[src/rtl/irqgen_pkg.sv]
package irqgen_pkg;

    localparam int NUM_LINES = 2;
    localparam int LINE_IRQ  = 0;
    localparam int LINE_FIQ  = 1;

    // word select inside the 16-byte window, bits [3:2] of the address
    typedef enum logic [1:0] {
        SEL_RAISE   = 2'd0,
        SEL_IRQ_DLY = 2'd1,
        SEL_FIQ_DLY = 2'd2,
        SEL_CLEAR   = 2'd3
    } word_sel_e;

    // per-line actions decoded from one bus write
    typedef struct packed {
        logic [NUM_LINES-1:0] raise;
        logic [NUM_LINES-1:0] lower;
        logic [NUM_LINES-1:0] arm;
    } line_cmd_t;

endpackage

[src/rtl/irqgen_decode.sv]
module irqgen_decode
    import irqgen_pkg::*;
#(
    parameter int              ADDR_W    = 32,
    parameter int              DATA_W    = 32,
    parameter logic [ADDR_W-1:0] BASE_ADDR = 32'h0020_0000
) (
    input  logic              clk,
    input  logic              rst_n,
    input  logic [ADDR_W-1:0] bus_addr,
    input  logic [DATA_W-1:0] bus_wdata,
    input  logic              bus_we,
    output logic              hit,
    output line_cmd_t         cmd
);

    localparam int WIN_LSB = 4;

    logic      in_window;
    word_sel_e sel;

    always_comb begin
        in_window = (bus_addr[ADDR_W-1:WIN_LSB] == BASE_ADDR[ADDR_W-1:WIN_LSB])
                    && (bus_addr[1:0] == 2'b00);
        sel       = word_sel_e'(bus_addr[3:2]);
        hit       = bus_we && in_window;
    end

    // data code n+1 selects line n on the raise and clear words
    for (genvar ln = 0; ln < NUM_LINES; ln++) begin : g_line
        logic code_match;
        always_comb begin
            code_match       = (bus_wdata == DATA_W'(ln + 1));
            cmd.raise[ln]    = hit && (sel == SEL_RAISE) && code_match;
            cmd.lower[ln]    = hit && (sel == SEL_CLEAR) && code_match;
        end
    end

    always_comb begin
        cmd.arm           = '0;
        cmd.arm[LINE_IRQ] = hit && (sel == SEL_IRQ_DLY);
        cmd.arm[LINE_FIQ] = hit && (sel == SEL_FIQ_DLY);
    end

    AST_HIT_NEEDS_WRITE: assert property (@(posedge clk) disable iff (!rst_n)
        !bus_we |-> !hit);

    AST_SINGLE_ACTION: assert property (@(posedge clk) disable iff (!rst_n)
        $countones({cmd.raise, cmd.lower, cmd.arm}) <= 1);

endmodule

[src/rtl/irqgen_countdown.sv]
module irqgen_countdown #(
    parameter int CNT_W = 32
) (
    input  logic             clk,
    input  logic             rst_n,
    input  logic             arm,
    input  logic [CNT_W-1:0] arm_val,
    output logic             expire
);

    typedef struct packed {
        logic             running;
        logic [CNT_W-1:0] remain;
    } cd_state_t;

    cd_state_t st_d, st_q;

    always_comb begin
        st_d   = st_q;
        expire = 1'b0;
        if (arm) begin
            // a new arm replaces whatever was pending
            if (arm_val == '0) begin
                expire       = 1'b1;
                st_d.running = 1'b0;
            end else begin
                st_d.running = 1'b1;
                st_d.remain  = arm_val - CNT_W'(1);
            end
        end else if (st_q.running) begin
            if (st_q.remain == '0) begin
                expire       = 1'b1;
                st_d.running = 1'b0;
            end else begin
                st_d.remain  = st_q.remain - CNT_W'(1);
            end
        end
    end

    always_ff @(posedge clk or negedge rst_n) begin
        if (!rst_n) begin
            st_q <= '0;
        end else begin
            st_q <= st_d;
        end
    end

    AST_COUNT_STEP: assert property (@(posedge clk) disable iff (!rst_n)
        (st_q.running && st_q.remain != '0 && !arm)
        |=> (st_q.running && st_q.remain == $past(st_q.remain) - CNT_W'(1)));

    AST_EXPIRY_STOPS: assert property (@(posedge clk) disable iff (!rst_n)
        (st_q.running && st_q.remain == '0 && !arm) |=> !st_q.running);

    AST_REARM_RELOADS: assert property (@(posedge clk) disable iff (!rst_n)
        (arm && arm_val != '0)
        |=> (st_q.running && st_q.remain == $past(arm_val) - CNT_W'(1)));

endmodule

[src/rtl/irqgen_level.sv]
module irqgen_level (
    input  logic clk,
    input  logic rst_n,
    input  logic set,
    input  logic clr,
    output logic lvl
);

    logic lvl_d, lvl_q;

    always_comb begin
        lvl_d = lvl_q;
        if (set) lvl_d = 1'b1;
        if (clr) lvl_d = 1'b0;   // clear overrides any set in the same cycle
    end

    always_ff @(posedge clk or negedge rst_n) begin
        if (!rst_n) begin
            lvl_q <= 1'b0;
        end else begin
            lvl_q <= lvl_d;
        end
    end

    assign lvl = lvl_q;

    AST_CLEAR_WINS: assert property (@(posedge clk) disable iff (!rst_n)
        clr |=> !lvl);

    AST_SET_RAISES: assert property (@(posedge clk) disable iff (!rst_n)
        (set && !clr) |=> lvl);

    AST_LEVEL_HOLDS: assert property (@(posedge clk) disable iff (!rst_n)
        (lvl && !clr) |=> lvl);

endmodule

[src/rtl/irq_test_gen.sv]
module irq_test_gen
    import irqgen_pkg::*;
#(
    parameter int                ADDR_W    = 32,
    parameter int                DATA_W    = 32,
    parameter int                CNT_W     = 32,
    parameter logic [ADDR_W-1:0] BASE_ADDR = 32'h0020_0000
) (
    input  logic              clk,
    input  logic              rst_n,
    input  logic [ADDR_W-1:0] bus_addr,
    input  logic [DATA_W-1:0] bus_wdata,
    input  logic              bus_we,
    output logic              bus_hit,
    output logic              irq,
    output logic              fiq
);

    localparam int DLY_W = (CNT_W < DATA_W) ? CNT_W : DATA_W;

    line_cmd_t            cmd;
    logic [NUM_LINES-1:0] expire;
    logic [NUM_LINES-1:0] line_set;
    logic [NUM_LINES-1:0] line_lvl;
    logic [CNT_W-1:0]     dly_val;

    always_comb begin
        dly_val = '0;
        dly_val[DLY_W-1:0] = bus_wdata[DLY_W-1:0];
    end

    irqgen_decode #(
        .ADDR_W    (ADDR_W),
        .DATA_W    (DATA_W),
        .BASE_ADDR (BASE_ADDR)
    ) u_decode (
        .clk       (clk),
        .rst_n     (rst_n),
        .bus_addr  (bus_addr),
        .bus_wdata (bus_wdata),
        .bus_we    (bus_we),
        .hit       (bus_hit),
        .cmd       (cmd)
    );

    for (genvar ln = 0; ln < NUM_LINES; ln++) begin : g_line
        irqgen_countdown #(
            .CNT_W   (CNT_W)
        ) u_cd (
            .clk     (clk),
            .rst_n   (rst_n),
            .arm     (cmd.arm[ln]),
            .arm_val (dly_val),
            .expire  (expire[ln])
        );

        always_comb line_set[ln] = cmd.raise[ln] || expire[ln];

        irqgen_level u_lvl (
            .clk   (clk),
            .rst_n (rst_n),
            .set   (line_set[ln]),
            .clr   (cmd.lower[ln]),
            .lvl   (line_lvl[ln])
        );
    end

    assign irq = line_lvl[LINE_IRQ];
    assign fiq = line_lvl[LINE_FIQ];

    AST_UNCLAIMED_NO_CHANGE: assert property (@(posedge clk) disable iff (!rst_n)
        (!bus_hit && expire == '0) |=> ($stable(irq) && $stable(fiq)));

    AST_IRQ_ARM_ZERO: assert property (@(posedge clk) disable iff (!rst_n)
        (cmd.arm[LINE_IRQ] && dly_val == '0 && !cmd.lower[LINE_IRQ]) |=> irq);

endmodule

[config.mk]
export PLATFORM = sky130hd
export DESIGN_NAME = irq_test_gen
export DESIGN_NICKNAME = d
export VERILOG_FILES = /design/src/rtl/irqgen_pkg.sv /design/src/rtl/irqgen_decode.sv /design/src/rtl/irqgen_countdown.sv /design/src/rtl/irqgen_level.sv /design/src/rtl/irq_test_gen.sv
export SDC_FILE = /design/constraint.sdc
export NUM_CORES = 1
export LEC_CHECK = 0
export BUFFER_PORTS_ARGS = -buffer_cell sky130_fd_sc_hd__buf_2
export CORE_MARGIN = 2
export CORE_UTILIZATION = 59
export CTS_CLUSTER_SIZE = 12
export DETAILED_ROUTE_END_ITERATION = 12
export HOLD_SLACK_MARGIN = 0.05
export PLACE_DENSITY = 0.82
export REMOVE_ABC_BUFFERS = 1
export SLEW_MARGIN = 20
export SYNTH_ARGS = -nofsm -noshare
export SYNTH_HDL_FRONTEND = slang
export SYNTH_SLANG_ARGS = --single-unit
[constraint.sdc]
create_clock -name clk -period 3.6 [get_ports clk]
set_clock_uncertainty 0.1 [all_clocks]
set_input_delay 0.36 -clock clk [delete_from_list [all_inputs] [get_ports clk]]
set_output_delay 0.36 -clock clk [all_outputs]
set_load 0.02 [all_outputs]
==> impl_metrics.csv <==
group,metric,value,unit
synthesis,ys.flop_type,"dfrtp_1",
floorplan,start_util,0.613,
sta,worst_pin_slew,0.982,ns
place,placed_area,5840,um2
setup_path,cp_max_fo,24,
synthesis,ys_seq_elements,68,
grt,antenna_found_initial,0,
clock_network,cts.path.max_buffers,2,
setup_path,end_kind,"flip-flop",
clock_network,clk_latency,0.36,ns
clock_network,cts_tree,"built",
route,via_per_inst,7.32,
job,max_cap_viol_count,0,
sta,setup_viol,0,
synthesis,synth.distinct_cells,78,
route,vias,6047,
finish,final_common_cell,"buf_2",
clock_network,cts_made_buffers,9,
clock_network,clk_pin_slew,0.08,ns
setup_path,cp.arrival,3.28,ns
clock_network,cts_root_buf,"clkbuf_8",
floorplan,num_rows,34,
setup_path,r2r_setup_slack,0.47,ns
setup_path,cp.required,3.74,ns
floorplan,die_x,99.6,um
sta,fmax,319,MHz
sta,hold_slack,0.308,ns
sta,rsz0062_at_grt,"no",
route,drc,0,
synthesis,ys_warn_count,0,
place,place_congestion,1.01,
synthesis,syn_inst,652,
grt,grt_max_degree,46,
synthesis,synth_edf_count,0,
sta,max-slew-margin-rel,0.343,
hold_path,hold_end,"g_line[0].u_lvl.lvl$_DFFE_PN0P_",
sta,tns,0,ns
sta,slew_viol_final,0,
grt,grt_pass1_wl,28600,um
route,wl,17800,um
finish,ff_latch_area,1700,um2
synthesis,post_synth.cell_area_avg,8.27,um2
finish,nFillCells,738,
route,wl_per_cell,21.6,um
route,antenna_left,0,
clock_network,htreeDepth,3,
setup_path,rr_startpoint,"g_line[0].u_cd.st_q[0]$_DFFE_PN0P_",
place,dp_hpwl,12900,um
sta,fin_crit_sh,0.871,
grt,first_global_vias,5715,
pwr,power.leakage,2.39,nW
floorplan,fp.dieH,99.6,um
floorplan,dieArea,9930,um2
finish,final_area,6010,um2
grt,grt-ovfl-total,0,
synthesis,synthArstFlopShare,1.00,
floorplan,placeableCoreArea,8810,um2
finish,multiInputGateArea,3470,um2
setup_path,ff2ff_path_depth,9,
hold_path,min_from,"bus_addr[3]",
grt,grt_usage,0.360,
hold_path,hp-class,"in -> reg",
floorplan,io_pins,70,
clock_network,cts_setup_buffers,0,
sta,min_period,3.13,ns
setup_path,reg2reg_to,"g_line[0].u_cd.st_q[0]$_DFFE_PN0P_",
synthesis,ys_seq_area_frac,0.315,
pwr,power_density,242,nW/um2
finish,diodes,0,
clock_network,cts_num_sinks,68,
place,portBuffers,69,
sta,hold_violations,0,
finish,nNetsFinal,787,
route,dr.pass1.iters,5,
pwr,peakVddDrop,195,uV
setup_path,startpoint_type,"flip-flop",
hold_path,holdPathStages,4,
finish,area_growth,11.4,%
setup_path,crit_type,"reg -> reg",
route,drtIter0Drc,670,
finish,final_cell_mix,"69 x buf_2, 68 x dfrtp_1, 56 x nor2_1",
finish,drive_above_1_share,0.184,
synthesis,synth_area,5400,um2
outcome,status,"complete, no violations",
[critical path, stage by stage (launching register included)]
cell and delay, ns:
dfrtp_1 0.41, inv_1 0.09, ha_1 0.21, nor4b_1 0.50, or4b_4 0.58, nor4_4 0.28
nor2_2 0.13, nor2_8 0.17, inv_2 0.20, mux2_1 0.36
[synthesized netlist by cell type (all sizes together), types with 8 or more instances]
cell type / number / share of area
nor3: 33 / 0.035
nor2: 60 / 0.047
a22o: 22 / 0.036
a32o: 9 / 0.017
nand4: 23 / 0.027
xor2: 10 / 0.016
inv: 20 / 0.014
a21oi: 22 / 0.020
nand2b: 8 / 0.0093
buf: 12 / 0.013
and3: 10 / 0.012
clkbuf: 23 / 0.016
dfrtp: 68 / 0.32
o211ai: 10 / 0.014
o22ai: 23 / 0.027
o21ai: 55 / 0.051
nand3: 34 / 0.033
nor4: 28 / 0.045
xnor2: 16 / 0.026
nand2: 38 / 0.026
or4: 19 / 0.029
or3: 18 / 0.021
[repair_timing]
| action | 4_1_cts | 5_1_grt |
|---|---|---|
| endpoints found under the hold margin | 23 | 0 |
| hold buffers | 1 | 0 |
| gates resized for setup | 0 | 0 |
[state kept, by name, summed over array words and instances, names as in the netlist]
| name | cells |
|---|---|
| g_line.u_lvl.lvl | 2 |
| g_line.u_cd.st_q | 66 |
[routing by layer]
layer | wire length, um | global-route usage
met1 | 7110 | 0.476
met2 | 8410 | 0.586
met3 | 1710 | 0.0569
met4 | 582 | 0.156
met5 | 0 | 0
[power by group]
group	switching (mW)	internal, mW	leakage, nW
clock network	0.312	0.243	0.0779
registers	0.0000000322	0.763	0.909
logic	0.0882	0.0509	1.40
total	0.400	1.06	2.39
[worst max-delay path by stage]
stage,from,slack [ns],end,cells after the start
2_1_floorplan,bus_addr[13],0.57,g_line[0].u_cd.st_q[0]$_DFFE_PN0P_,7
3_3_place_gp,bus_wdata[15],0.62,g_line[1].u_cd.st_q[0]$_DFFE_PN0P_,9
3_5_place_dp,bus_wdata[11],0.53,g_line[1].u_cd.st_q[0]$_DFFE_PN0P_,9
4_1_cts,g_line[0].u_cd.st_q[0]$_DFFE_PN0P_,0.52,g_line[0].u_cd.st_q[0]$_DFFE_PN0P_,9
5_1_grt,g_line[0].u_cd.st_q[0]$_DFFE_PN0P_,0.24,g_line[0].u_cd.st_q[0]$_DFFE_PN0P_,9
6_report,g_line[0].u_cd.st_q[0]$_DFFE_PN0P_,0.47,g_line[0].u_cd.st_q[0]$_DFFE_PN0P_,9
[cell families (layout without fill, tap and decap cells)]
| group | Yosys count | after routing | synth area share |
|---|---|---|---|
| multiplexers | 4 | 4 | 0.00812 |
| buffers and inverters | 55 | 121 | 0.0431 |
| adder cells (fa/ha/maj) | 6 | 6 | 0.0139 |
| AND/OR/NAND/NOR | 303 | 303 | 0.334 |
| AO/OA/AOI/OAI | 190 | 190 | 0.244 |
| XOR/XNOR | 26 | 26 | 0.0422 |
| flip-flops | 68 | 68 | 0.315 |
[cell type report]
| cell class | count | area share |
|---|---|---|
| Inverter | 20 | 0.0125 |
| Timing Repair Buffer | 86 | 0.0791 |
| Multi-Input combinational cell | 529 | 0.577 |
| Tap cell | 108 | 0.0225 |
| Clock buffer | 10 | 0.0212 |
| Clock inverter | 5 | 0.00499 |
| Sequential cell | 68 | 0.283 |
[per-stage QoR]
| step | std cells | setup slack (ns) | total power [mW] | utilization |
|---|---|---|---|---|
| after floorplan | 617 | 0.568 | 0.821 | - |
| after CTS | 826 | 0.523 | 1.45 | 0.683 |
| after detailed placement | 810 | 0.527 | 0.912 | 0.664 |
| after global routing | 826 | 0.240 | 1.49 | 0.683 |
| after global placement | 810 | 0.616 | 0.909 | 0.664 |
| final | 826 | 0.465 | 1.46 | 0.683 |
(Power assumes the default switching activity.)
